## src/rtl/phy_mgmt_pkg.sv

```systemverilog
package phy_mgmt_pkg;
  localparam int unsigned IDX_CTRL  = 0;
  localparam int unsigned IDX_STAT  = 1;
  localparam int unsigned IDX_ID_HI = 2;
  localparam int unsigned IDX_ID_LO = 3;
  localparam int unsigned IDX_ADV   = 4;
  localparam int unsigned IDX_LPA   = 5;
  localparam int unsigned IDX_DIAG  = 18;

  // advertisement mode bits, relative to bit 5 of the index-4 word
  localparam int unsigned ADV_LSB   = 5;
  localparam int unsigned ADV_W     = 4;
  localparam int unsigned MODE_10F  = 1;
  localparam int unsigned MODE_100H = 2;
  localparam int unsigned MODE_100F = 3;

  localparam logic [15:0] STAT_UP_WORD = 16'h782C;
  localparam logic [15:0] LPA_FIXED    = 16'h4001;
  localparam int unsigned DIAG_SPD_BIT = 10;
  localparam int unsigned DIAG_DUP_BIT = 11;

  function automatic logic [15:0] reset_word(input int unsigned idx);
    case (idx)
      IDX_CTRL:  return 16'h3100;
      IDX_ID_HI: return 16'h0300;
      IDX_ID_LO: return 16'hE400;
      IDX_ADV:   return 16'h01E1;
      default:   return 16'h0000;
    endcase
  endfunction
endpackage

```

## src/rtl/phy_reg_store.sv

```systemverilog
module phy_reg_store #(
  parameter int unsigned ADDR_W = 5,
  parameter int unsigned DATA_W = 16,
  localparam int unsigned NUM_REGS = 1 << ADDR_W
) (
  input  logic                             clk_i,
  input  logic                             rst_ni,
  input  logic                             wr_en_i,
  input  logic [ADDR_W-1:0]                addr_i,
  input  logic [DATA_W-1:0]                wdata_i,
  output logic [NUM_REGS-1:0][DATA_W-1:0]  words_o
);
  import phy_mgmt_pkg::*;

  for (genvar g = 0; g < NUM_REGS; g++) begin : g_word
    localparam logic [DATA_W-1:0] RST = DATA_W'(reset_word(g));
    always_ff @(posedge clk_i or negedge rst_ni) begin
      if (!rst_ni)
        words_o[g] <= RST;
      else if (wr_en_i && (addr_i == ADDR_W'(g)))
        words_o[g] <= wdata_i;
    end
  end
endmodule

```

## src/rtl/phy_reg_compute.sv

```systemverilog
module phy_reg_compute #(
  parameter int unsigned DATA_W = 16
) (
  input  logic [phy_mgmt_pkg::ADV_W-1:0] adv_modes_i,
  input  logic                           link_up_i,
  output logic [DATA_W-1:0]              stat_o,
  output logic [DATA_W-1:0]              lpa_o,
  output logic [DATA_W-1:0]              diag_o
);
  import phy_mgmt_pkg::*;

  logic spd_100, full_dup;

  always_comb begin
    spd_100  = adv_modes_i[MODE_100H] | adv_modes_i[MODE_100F];
    full_dup = adv_modes_i[MODE_100F] | adv_modes_i[MODE_10F];

    stat_o = link_up_i ? DATA_W'(STAT_UP_WORD) : '0;

    lpa_o = DATA_W'(LPA_FIXED);
    lpa_o[ADV_LSB +: ADV_W] = adv_modes_i;

    diag_o = '0;
    if (link_up_i) begin
      diag_o[DIAG_SPD_BIT] = spd_100;
      diag_o[DIAG_DUP_BIT] = full_dup;
    end
  end
endmodule

```

## src/rtl/phy_read_port.sv

```systemverilog
module phy_read_port #(
  parameter int unsigned ADDR_W = 5,
  parameter int unsigned DATA_W = 16,
  localparam int unsigned NUM_REGS = 1 << ADDR_W
) (
  input  logic                             clk_i,
  input  logic                             rst_ni,
  input  logic                             rd_en_i,
  input  logic [ADDR_W-1:0]                addr_i,
  input  logic [NUM_REGS-1:0][DATA_W-1:0]  words_i,
  input  logic [DATA_W-1:0]                stat_i,
  input  logic [DATA_W-1:0]                lpa_i,
  input  logic [DATA_W-1:0]                diag_i,
  output logic [DATA_W-1:0]                rdata_o,
  output logic                             rvalid_o
);
  import phy_mgmt_pkg::*;

  logic [DATA_W-1:0] sel_word;

  always_comb begin
    if (addr_i == ADDR_W'(IDX_STAT))      sel_word = stat_i;
    else if (addr_i == ADDR_W'(IDX_LPA))  sel_word = lpa_i;
    else if (addr_i == ADDR_W'(IDX_DIAG)) sel_word = diag_i;
    else                                  sel_word = words_i[addr_i];
  end

  always_ff @(posedge clk_i or negedge rst_ni) begin
    if (!rst_ni) begin
      rdata_o  <= '0;
      rvalid_o <= 1'b0;
    end else begin
      rvalid_o <= rd_en_i;
      if (rd_en_i) rdata_o <= sel_word;
    end
  end
endmodule

```

## src/rtl/phy_dup_monitor.sv

```systemverilog
module phy_dup_monitor (
  input  logic clk_i,
  input  logic rst_ni,
  input  logic mac_en_i,
  input  logic mac_full_dup_i,
  input  logic phy_full_dup_i,
  output logic mismatch_o
);
  always_ff @(posedge clk_i or negedge rst_ni) begin
    if (!rst_ni)       mismatch_o <= 1'b0;
    else if (mac_en_i) mismatch_o <= mac_full_dup_i ^ phy_full_dup_i;
  end
endmodule

```

## src/rtl/phy_mgmt_regfile.sv

```systemverilog
module phy_mgmt_regfile #(
  parameter int unsigned ADDR_W = 5,
  parameter int unsigned DATA_W = 16
) (
  input  logic              clk_i,
  input  logic              rst_ni,
  input  logic              rd_en_i,
  input  logic              wr_en_i,
  input  logic [ADDR_W-1:0] addr_i,
  input  logic [DATA_W-1:0] wdata_i,
  output logic [DATA_W-1:0] rdata_o,
  output logic              rvalid_o,
  input  logic              link_up_i,
  input  logic              mac_en_i,
  input  logic              mac_full_dup_i,
  output logic              dup_mismatch_o
);
  import phy_mgmt_pkg::*;
  localparam int unsigned NUM_REGS = 1 << ADDR_W;

  logic [NUM_REGS-1:0][DATA_W-1:0] words;
  logic [DATA_W-1:0] stat_w, lpa_w, diag_w;
  logic [ADV_W-1:0]  adv_modes;

  assign adv_modes = words[IDX_ADV][ADV_LSB +: ADV_W];

  phy_reg_store #(.ADDR_W(ADDR_W), .DATA_W(DATA_W)) u_store (
    .clk_i   (clk_i),
    .rst_ni  (rst_ni),
    .wr_en_i (wr_en_i),
    .addr_i  (addr_i),
    .wdata_i (wdata_i),
    .words_o (words)
  );

  phy_reg_compute #(.DATA_W(DATA_W)) u_compute (
    .adv_modes_i (adv_modes),
    .link_up_i   (link_up_i),
    .stat_o      (stat_w),
    .lpa_o       (lpa_w),
    .diag_o      (diag_w)
  );

  phy_read_port #(.ADDR_W(ADDR_W), .DATA_W(DATA_W)) u_rd (
    .clk_i    (clk_i),
    .rst_ni   (rst_ni),
    .rd_en_i  (rd_en_i),
    .addr_i   (addr_i),
    .words_i  (words),
    .stat_i   (stat_w),
    .lpa_i    (lpa_w),
    .diag_i   (diag_w),
    .rdata_o  (rdata_o),
    .rvalid_o (rvalid_o)
  );

  phy_dup_monitor u_dup (
    .clk_i          (clk_i),
    .rst_ni         (rst_ni),
    .mac_en_i       (mac_en_i),
    .mac_full_dup_i (mac_full_dup_i),
    .phy_full_dup_i (diag_w[DIAG_DUP_BIT]),
    .mismatch_o     (dup_mismatch_o)
  );
endmodule

```

## config.mk

```make
export PLATFORM = sky130hd
export DESIGN_NAME = phy_mgmt_regfile
export DESIGN_NICKNAME = d
export VERILOG_FILES = /design/src/rtl/phy_mgmt_pkg.sv /design/src/rtl/phy_reg_store.sv /design/src/rtl/phy_reg_compute.sv /design/src/rtl/phy_read_port.sv /design/src/rtl/phy_dup_monitor.sv /design/src/rtl/phy_mgmt_regfile.sv
export SDC_FILE = /design/constraint.sdc
export NUM_CORES = 1
export LEC_CHECK = 0
export BUFFER_PORTS_ARGS = -buffer_cell sky130_fd_sc_hd__buf_2
export CORE_MARGIN = 2
export CORE_UTILIZATION = 42
export DETAILED_ROUTE_END_ITERATION = 6
export PLACE_DENSITY = 0.57
export SLEW_MARGIN = 20
export SYNTH_ARGS = -nofsm -noshare
export SYNTH_HDL_FRONTEND = slang
export SYNTH_HIERARCHICAL = 1
export SYNTH_SLANG_ARGS = --single-unit
```

## constraint.sdc

```tcl
create_clock -name clk_i -period 2.75 [get_ports clk_i]
set_input_delay 0.825 -clock clk_i [delete_from_list [all_inputs] [get_ports clk_i]]
set_output_delay 0.825 -clock clk_i [all_outputs]
set_load 0.05 [all_outputs]
```

After elaboration in Yosys (flattened, before gate mapping)
Index checks and enable logic that the tools add are counted.
W data, S select, Z words.

word-level totals
  bits of input ports = 28
  register bits after elaboration = 530

cells by class
  bitwise gates (word level) = 3
  mux-type cells = 7
  magnitude comparators = 1
  equal/unequal tests = 31
  reductions and logical operators = 33

operators by type and width
  cell                  count
  $bmux W16 S5          1
  $eq A5 B5 Y1 const B  16
  $mux W16              4
  $eq A5 B4 Y1 const B  8
  $logic_and A1 B1 Y1   32
  $eq A5 B3 Y1 const B  4
  $mux W15              1
  $eq A5 B2 Y1 const B  2
  $lt A5 B6 Y1 const B  1
  $eq A5 B1 Y1 const B  1
  $logic_not A5 Y1      1
  $mux W2               1
  $or A1 B1 Y1          2
  $xor A1 B1 Y1         1

Depth between registers and ports, before layout
Gate-level depths: netlist of run 1.

  depth after elaboration = 5
  mapped depth = 9
  gate-level depth less buffers = 5

Cells and area by module
The synthesis of run 1 kept the hierarchy.

by module, submodules not included
  module           cells each  seq. area each (um^2)  area an instance (um^2)  times used
  phy_reg_store    1,163       12,829.8               19,264.7                 1
  phy_read_port    485         425.4                  5,245.0                  1
  phy_reg_compute  50          0.0                    367.9                    1
  phy_dup_monitor  4           25.0                   42.5                     1

Worst setup path before layout of run 1
No wires, ideal clock.

  path kind = input-to-reg
  start = input addr_i[0]
  end = register u_rd.rdata_o[11]
  setup slack = 0.284 ns
  path buffers = 3
  library setup time = 0.120 ns
  arrival = 2.346 ns
  stages on the path = 7
  cell sequence = buf_6 -> buf_2 -> buf_4 -> mux4_2 -> nand2_1 -> nand3_1 -> a31o_2

between the ends
  cells in the longest elaborated chain, start to end = 5
  elaborated cells on any way between the ends = 8
  classes of those cells = 3 x eq/ne; 5 x mux

RTL lines
  what                            RTL line               RTL
  from (decl)                     phy_mgmt_regfile.sv:9  input logic [ADDR_W-1:0] addr_i,
  $bmux W16 S5                    phy_read_port.sv:25    else sel_word = words_i[addr_i];
  $mux W16 (not written as such)  phy_read_port.sv:25
  $mux W16                        phy_read_port.sv:24    else if (addr_i == ADDR_W'(IDX_DIAG)) sel_word = diag_i;
  $mux W16                        phy_read_port.sv:23    else if (addr_i == ADDR_W'(IDX_LPA)) sel_word = lpa_i;
  $mux W16 *                      phy_read_port.sv:22    if (addr_i == ADDR_W'(IDX_STAT)) sel_word = stat_i;
  to (signal assigned)            phy_read_port.sv:34    if (rd_en_i) rdata_o <= sel_word;
  to (decl)                       phy_read_port.sv:14    output logic [DATA_W-1:0] rdata_o,

Every way passes the cells marked *; elsewhere a longest branch is shown, timed or not. The select of a mux whose other input is x is not followed.
A chain may end at the register's enable or synchronous reset.

Worst setup path in the final report of run 1
  start = input addr_i[2]
  end = register u_store/words_o[359] (netlist bit)

between the ends
  cells in the longest elaborated chain, start to end = 2

RTL lines
  what                             RTL line             RTL
  $eq A5 B5 Y1                     phy_reg_store.sv:20  else if (wr_en_i && (addr_i == ADDR_W'(g)))
  $logic_and A1 B1 Y1              phy_reg_store.sv:20
  to (signal, indexed assignment)  phy_reg_store.sv:21  words_o[g] <= wdata_i;
  to (decl)                        phy_reg_store.sv:11  output logic [NUM_REGS-1:0][DATA_W-1:0] words_o

Every way passes these cells.

==> impl_metrics.tcl, run 1 <==
set metrics [dict create \
    maxCapViolations 0 \
    start_util_pct 42.3 \
    end_kind "flip-flop" \
    tightest_slew_ps 729 \
    crit_path_start_kind "input pin" \
    cpMostUsedCell "buf_4" \
    hold_buffers 0 \
    ant_nets 0 \
    crit_required_ps 3240 \
    cts_resized 0 \
    clock.fmax_ghz 0.458 \
    drt_wl_total_um 64300 \
    cts_tree "done" \
    grt_usage_pct 21.7 \
    synth_area_um2 24800 \
    min_period_ps 2180 \
    status "finished clean" \
    vias 14571 \
    critPathTopFamily "buffers and inverters" \
    syn-mean-instance-area_um2 14.6 \
    post_drt_wl_per_cell_um 24.8 \
    timing.slew.headroom_pct 51.4 \
    place_inst 2494 \
    rsz0062_at_grt "no" \
    fill_cells 4971 \
    syn_to_final_growth_pct 15.2 \
    antenna_found_initial 3 \
    worstPathMaxFanout 17 \
    die-area_um2 61000 \
    dp_hpwl_um 43100 \
    ios 46 \
    cts_setup_buffers 0 \
    dieWidth_um 247 \
    setup_violations 0 \
    crit_type "in2reg" \
    htreeDepth 2 \
    critPathBufInv 3 \
    yosysWarningCount 6 \
    stdcell_count 2596 \
    hold_viol_final 0 \
    clkLatencyLatePin_ps 600 \
    core_um2 58700 \
    first_iter_violations 848 \
    maxSlewViolCount 0 \
    drc 0 \
    clock_sinks 527 \
    rr_startpoint "u_store/words_o[434]" \
    clk_path_buf_depth 3 \
    drive_gt1_share_pct 52.5 \
    power_density_nw_per_um2 751 \
    rows 89 \
    cts.clk_slew.worst_paths_ps 60 \
    vdd_drop_max_v 0.000454 \
    p_leak_nw 12.7 \
    skew_ps 12.1 \
    reg2reg_to "u_rd/rdata_o[2]" \
    grt_pass1_wl_um 99100 \
    port_buffers 45 \
    gr-total-overflow 0 \
    numCtsBuffers 55 \
    synth_cells 1696 \
    final_cell_area_um2 28600 \
    r2r_slack_ps 940 \
    hold_path.class "in2async" \
    gp_congestion 0.842 \
    cts-root-buf "clkbuf_16" \
    grt_pass1_vias 15415 \
    reg2regPathDepth 5 \
    die_height_um 247 \
    finalCritPeriodShare_pct 79.4 \
    crit_arrival_ps 2670 \
    viasPerCell 5.61 \
    timing.hold.ws_ps 149 \
    nNetsFinal 1806 \
    slowest_delay_ps 410 \
    cp_cell_sequence "buf_2, buf_4, nand4b_1, nor2_1, buf_4, mux2_2" \
    dr.pass1.iters 5 \
    utilization_pct 48.7 \
    grt_start_max_net_pins 88 \
    placed_area_um2 26600 \
    crit_slowest_cell "nor2_1" \
]
-- layer usage --
| metal | track usage, % | share of wire, % | up-vias |
|---|---|---|---|
| met2 | 35.2 | 48 | 261 |
| met4 | 4.85 | 1.9 | 0 |
| met1 | 30.9 | 46 | 7893 |
| met5 | 0 | 0 | - |
| met3 | 3.05 | 3.5 | 82 |
| li1 | - | - | 6335 |
-- worst max-delay path by stage --
stage	start	to	slack, ps	cells past startpoint
2_1_floorplan	addr_i[0]	u_rd/rdata_o[11]	280	7
4_1_cts	u_rd/rdata_o[12]	rdata_o[12]	550	1
3_3_place_gp	addr_i[2]	u_store/words_o[359]	-40	6
6_report	addr_i[2]	u_store/words_o[359]	570	6
3_5_place_dp	addr_i[2]	u_store/words_o[509]	-30	6
5_1_grt	addr_i[2]	u_store/words_o[359]	510	6
-- layout make-up --
cell class | count | area (µm²) | area share, %
antenna | 1 | 2.50 | 0.00875
clock buffer | 87 | 1710 | 5.98
clock inverter | 14 | 248 | 0.866
inverter | 2 | 7.51 | 0.0263
multi-input combinational | 1002 | 10600 | 37.2
sequential | 527 | 13200 | 46.2
tap | 773 | 967 | 3.38
timing repair buffer | 190 | 1820 | 6.35
-- placed cells by master (no fill, tap or decap), types with 3 or more instances in the layout --
cell and instances:
nand3b_1 3, mux4_2 120, a22o_1 3, o22ai_1 15, mux2i_1 3, nor2b_1 6
nor2_1 50, nor4_1 9, and4bb_2 3, a31o_1 10, or3_1 3, nand3_1 17
buf_2 42, dfstp_2 14, dfrtp_1 513, clkbuf_8 17, a22oi_1 19, o21ai_0 6
clkbuf_1 13, clkinv_2 6, a211oi_1 12, nand2b_1 6, nor2_2 6, mux2_2 522
conb_1 35, and2_1 12, bufinv_16 7, a31oi_1 12, buf_12 38, clkbuf_16 57
nand3_2 3, a21oi_1 21, nand4b_1 3, buf_4 107, nand2_1 65
-- through the flow --
step | total power [W] | setup slack, ps | setup TNS, ps
finish | 0.0215 | 568 | 0
global route | 0.0225 | 513 | 0
CTS | 0.0217 | 547 | 0
detailed placement | 0.0137 | -27.9 | -343
global placement | 0.0135 | -40.0 | -431
floorplan | 0.0125 | 284 | 0
-- sequential cells by signal (all words and copies together), names as in the netlist --
register,cells
u_store/words_o,509
u_rd/rdata_o,16
u_dup/mismatch_o,1
u_rd/rvalid_o,1
-- report_power, final --
group	switching (W)	leakage, nW	internal (W)	total [W]
Clock	0.00306	0.963	0.00489	0.00795
Sequential	0.000758	6.69	0.00928	0.0100
Combinational	0.00146	5.03	0.00204	0.00349
No activity file was read; power rests on OpenSTA's default activity.
==> run 2, diff against run 1 <==
==> constraint.sdc (replaced) <==
create_clock -name clk_i -period 2.05 [get_ports clk_i]
set_input_delay 0.615 -clock clk_i [delete_from_list [all_inputs] [get_ports clk_i]]
set_output_delay 0.615 -clock clk_i [all_outputs]
set_load 0.05 [all_outputs]
==> impl_metrics.tcl, run 2 (same netlist as run 1, synthesis figures left out) <==
set metrics [dict create \
    status "finished clean" \
    core_um2 58700 \
    grt_pass1_vias 16094 \
    setup_violations 0 \
    hold_depth 2 \
    drc 0 \
    syn_to_final_growth_pct 17.9 \
    crit_type "reg2out" \
    layout_common_cells "mux2_2, dfrtp_1, buf_4, mux4_2, nand2_1" \
    min_period_ps 1990 \
    hold_end "u_dup/mismatch_o" \
    use_met3_pct 3.96 \
    crit_path_start_kind "flip-flop" \
    dp_hpwl_um 44800 \
    grt_start_max_net_pins 77 \
    rr_startpoint "u_store/words_o[442]" \
    htreeDepth 2 \
    die-area_um2 61000 \
    grt_pass1_wl_um 101000 \
    clk_path_buf_depth 3 \
    timing.slew.headroom_pct 56.1 \
    post_drt_wl_per_cell_um 24.6 \
    stdcell_count 2659 \
    cts_setup_buffers 0 \
    critPathBufInv 1 \
    start_util_pct 42.3 \
    die_height_um 247 \
    vdd_drop_max_v 0.000698 \
    grt-busiest-layer "met2" \
    r2r_slack_ps 190 \
    p_leak_nw 13.0 \
    drive_gt1_share_pct 54.3 \
    top_regs "u_store/words_o x509, u_rd/rdata_o x16" \
    cts_tree "done" \
    hold_viol_final 0 \
    crit_required_ps 1430 \
    hold_path.class "in2reg" \
    clock.fmax_ghz 0.501 \
    critPathTopFamily "flip-flops" \
    reg2regPathDepth 6 \
    first_iter_violations 897 \
    ant_nets 0 \
    clkLatencyLatePin_ps 620 \
    gr-total-overflow 0 \
    crit_arrival_ps 1380 \
    worstPathMaxFanout 2 \
    gp_congestion 0.842 \
    vias 14763 \
    skew_ps 34.7 \
    top_register "u_store/words_o" \
    dr.pass1.iters 5 \
    largest_reg_flops 509 \
    clock_sinks 527 \
    final_common_cell "mux2_2" \
    tightest_slew_ps 658 \
    viasPerCell 5.55 \
    maxSlewViolCount 0 \
    utilization_pct 49.9 \
    power_w 0.0287 \
    grt_use_met2_pct 35.0 \
    power_density_nw_per_um2 982 \
    antenna_found_initial 2 \
    grt_usage_pct 22.2 \
    min_from "mac_en_i" \
    numCtsBuffers 56 \
    finalCritPeriodShare_pct 97.3 \
    reg2reg_to "u_rd/rdata_o[10]" \
    cts.clk_slew.worst_paths_ps 60 \
    maxCapViolations 0 \
    dieWidth_um 247 \
    grt.met1_usage_pct 31.3 \
    ios 46 \
    place_inst 2553 \
    crit_slowest_cell "dfrtp_1" \
    nNetsFinal 1867 \
    slowest_delay_ps 420 \
    port_buffers 45 \
    cts-root-buf "clkbuf_16" \
    cp_cell_sequence "buf_2" \
    end_kind "primary output" \
    drt_wl_total_um 65400 \
    rsz0062_at_grt "no" \
    rows 89 \
]
==> run 2: cell types whose count changed in the layout (fill, tap and decap cells not counted), sizes merged <==
cell and change:
buf +59, bufinv -3, clkbuf +3, clkinv +1, clkinvlp +1, diode +1
dlygate4sd3 +1
==> run 2: repair_timing <==
| item | in CTS | in global routing |
|---|---|---|
| hold buffers | 1 | 0 |
| endpoints found under the setup margin | 0 | 1 |
| gates resized for setup | 0 | 1 |
| endpoints found under the hold margin | 23 | 0 |
==> run 2: layout make-up <==
cell class                 instances  area (µm²)
sequential                       527       13200
clock buffer                      90        1750
tap                              773         967
multi-input combinational       1002       10700
fill                            4996       29400
timing repair buffer             250        2490
antenna                            2        5.00
inverter                           2        7.51
clock inverter                    13         170
==> run 2: how the worst max path moves through the flow <==
stage,startpoint,end,slack [ps],cells after the start
after floorplan,addr_i[0],u_rd/rdata_o[11],-60,7
after global placement,addr_i[1],u_rd/rdata_o[2],-590,8
after detailed placement,addr_i[1],u_rd/rdata_o[2],-550,8
after CTS,u_rd/rdata_o[0],rdata_o[0],50,1
after global routing,addr_i[0],u_rd/rdata_o[13],30,7
final,u_rd/rdata_o[0],rdata_o[0],60,1
==> run 2: per-layer routing <==
metal,vias up,part of all wire [%]
met4,2,2.9
li1,6473,-
met5,-,0.020
met2,263,47
met3,111,4.1
met1,7914,46
==> run 2: report_power, final <==
group | internal (W) | total [W] | switching (W)
logic | 0.00282 | 0.00480 | 0.00198
clock network | 0.00630 | 0.0105 | 0.00417
registers | 0.0124 | 0.0135 | 0.00103
==> run 2: metrics by stage <==
| step | hold WS, ps | TNS, ps | worst slack, ps | area, µm² |
|---|---|---|---|---|
| 6_report | 185 | 0 | 55.3 | 29300 |
| 5_1_grt | 195 | 0 | 29.0 | 29300 |
| 4_1_cts | 159 | 0 | 52.3 | 29300 |
| 3_5_place_dp | 486 | -124550 | -547 | 27300 |
| 3_3_place_gp | 481 | -123740 | -592 | 27300 |
| 2_1_floorplan | 319 | -649 | -63.4 | 25100 |
==> run 3, diff against run 2 <==
--- a/config.mk
+++ b/config.mk
@@ -10,6 +10,7 @@
 export CORE_UTILIZATION = 42
 export DETAILED_ROUTE_END_ITERATION = 6
 export PLACE_DENSITY = 0.57
+export RECOVER_POWER = 25
 export SLEW_MARGIN = 20
 export SYNTH_ARGS = -nofsm -noshare
 export SYNTH_HDL_FRONTEND = slang
==> impl_metrics.tcl, run 3 (same netlist as run 1, synthesis figures left out) <==
set metrics [dict create \
    p_int_w 0.0216 \
    grt_pass1_vias 16094 \
    ant_nets 0 \
    comb_power_share_pct 16.6 \
    timing.slew.headroom_pct 27.2 \
    hold_viol_final 0 \
    gr-total-overflow 0 \
    rsz0062_at_grt "no" \
    dp_hpwl_um 44800 \
    syn_to_final_growth_pct 17.6 \
    crit_type "reg2out" \
    viasPerCell 5.54 \
    setup_violations 0 \
    dieWidth_um 247 \
    power_density_nw_per_um2 985 \
    final_common_cell "mux2_2" \
    ios 46 \
    tightest_slew_ps 1090 \
    place_inst 2553 \
    top_register "u_store/words_o" \
    p_leak_nw 13.0 \
    drc 0 \
    p_sw_share_pct 25.0 \
    cts.clk_slew.worst_paths_ps 60 \
    core_um2 58700 \
    clock_sinks 527 \
    setup_slack_ps 67.6 \
    post_drt_wl_per_cell_um 24.6 \
    clock.fmax_ghz 0.504 \
    end_kind "primary output" \
    stdcell_count 2660 \
    timing.hold.ws_ps 186 \
    dr.pass1.iters 4 \
    grt_pass1_wl_um 101000 \
    skew_ps 32.9 \
    maxCapViolations 0 \
    start_util_pct 42.3 \
    crit_required_ps 1430 \
    slowest_delay_ps 420 \
    cts-root-buf "clkbuf_16" \
    grt_start_max_net_pins 77 \
    crit_path_start_kind "flip-flop" \
    port_buffers 45 \
    cts_setup_buffers 0 \
    die-area_um2 61000 \
    clkPwrFrac_pct 36.5 \
    gp_congestion 0.842 \
    vias 14726 \
    cts_tree "done" \
    cp_cell_sequence "buf_2" \
    grt_usage_pct 22.2 \
    fin_setup_tns_ps 0 \
    top_regs "u_store/words_o x509, u_rd/rdata_o x16" \
    clk_path_buf_depth 3 \
    layout_common_cells "mux2_2, dfrtp_1, buf_4, mux4_2, nand2_1" \
    crit_arrival_ps 1370 \
    numCtsBuffers 56 \
    critPathBufInv 1 \
    switchingPower_w 0.00718 \
    min_period_ps 1980 \
    status "finished clean" \
    crit_slowest_cell "dfrtp_1" \
    rows 89 \
    finalCritPeriodShare_pct 96.7 \
    vdd_drop_max_v 0.000696 \
    largest_reg_flops 509 \
    htreeDepth 2 \
    first_iter_violations 839 \
    clkLatencyLatePin_ps 620 \
    die_height_um 247 \
    critPathTopFamily "flip-flops" \
    utilization_pct 49.7 \
    drt_wl_total_um 65500 \
    hold_path.class "in2reg" \
    maxSlewViolCount 0 \
    fill_cells 5006 \
    antenna_found_initial 2 \
    drive_gt1_share_pct 53.9 \
    worstPathMaxFanout 2 \
    seq_power_share_pct 46.9 \
    nNetsFinal 1867 \
    dp_slack_ps -547 \
]
[run 3: area by class of cell]
cell class,instances,area [µm²],share of cell area (%)
Sequential cell,527,13200,45.3
Multi-Input combinational cell,1002,10700,36.5
Timing Repair Buffer,250,2400,8.24
Clock buffer,90,1750,6.00
Tap cell,773,967,3.32
Clock inverter,13,170,0.583
Inverter,2,7.51,0.0257
Antenna cell,3,7.51,0.0257
[run 3: metal layers]
| layer | global-route usage [%] | routed length (µm) |
|---|---|---|
| met5 | 0 | 13 |
| met4 | 6.82 | 1840 |
| met3 | 3.96 | 2920 |
| met2 | 35.0 | 30900 |
| met1 | 31.3 | 29800 |
[run 3: final timing paths]
kind	start	to	slack (ps)	depth (start not counted)
max	u_rd/rdata_o[0]	rdata_o[0]	70	1
max reg2reg	u_store/words_o[442]	u_rd/rdata_o[10]	180	6
min	mac_en_i	u_dup/mismatch_o	190	2
min reg2reg	u_store/words_o[292]	u_store/words_o[292]	500	1
max in group asynchronous	rst_ni	u_store/words_o[140]	220	4
min in group asynchronous	rst_ni	u_store/words_o[152]	730	2
[run 3: power by group through the flow]
stage          clock network (W)  registers, W  logic, W
2_1_floorplan                  0        0.0134   0.00347
3_3_place_gp                   0        0.0135   0.00468
3_5_place_dp                   0        0.0136   0.00482
4_1_cts                   0.0107        0.0135   0.00484
5_1_grt                   0.0112        0.0137   0.00518
6_report                  0.0105        0.0135   0.00478
[run 3: stage by stage]
stage	area (µm²)	total power (W)
6_report	29200	0.0287
5_1_grt	29200	0.0300
4_1_cts	29300	0.0290
3_5_place_dp	27300	0.0185
3_3_place_gp	27300	0.0182
2_1_floorplan	25100	0.0169
[run 3: repair_timing]
action                     CTS  global route
gates resized for setup      0             1
hold buffers                 1             0
setup endpoints to repair    0             1
hold endpoints to repair    23             0
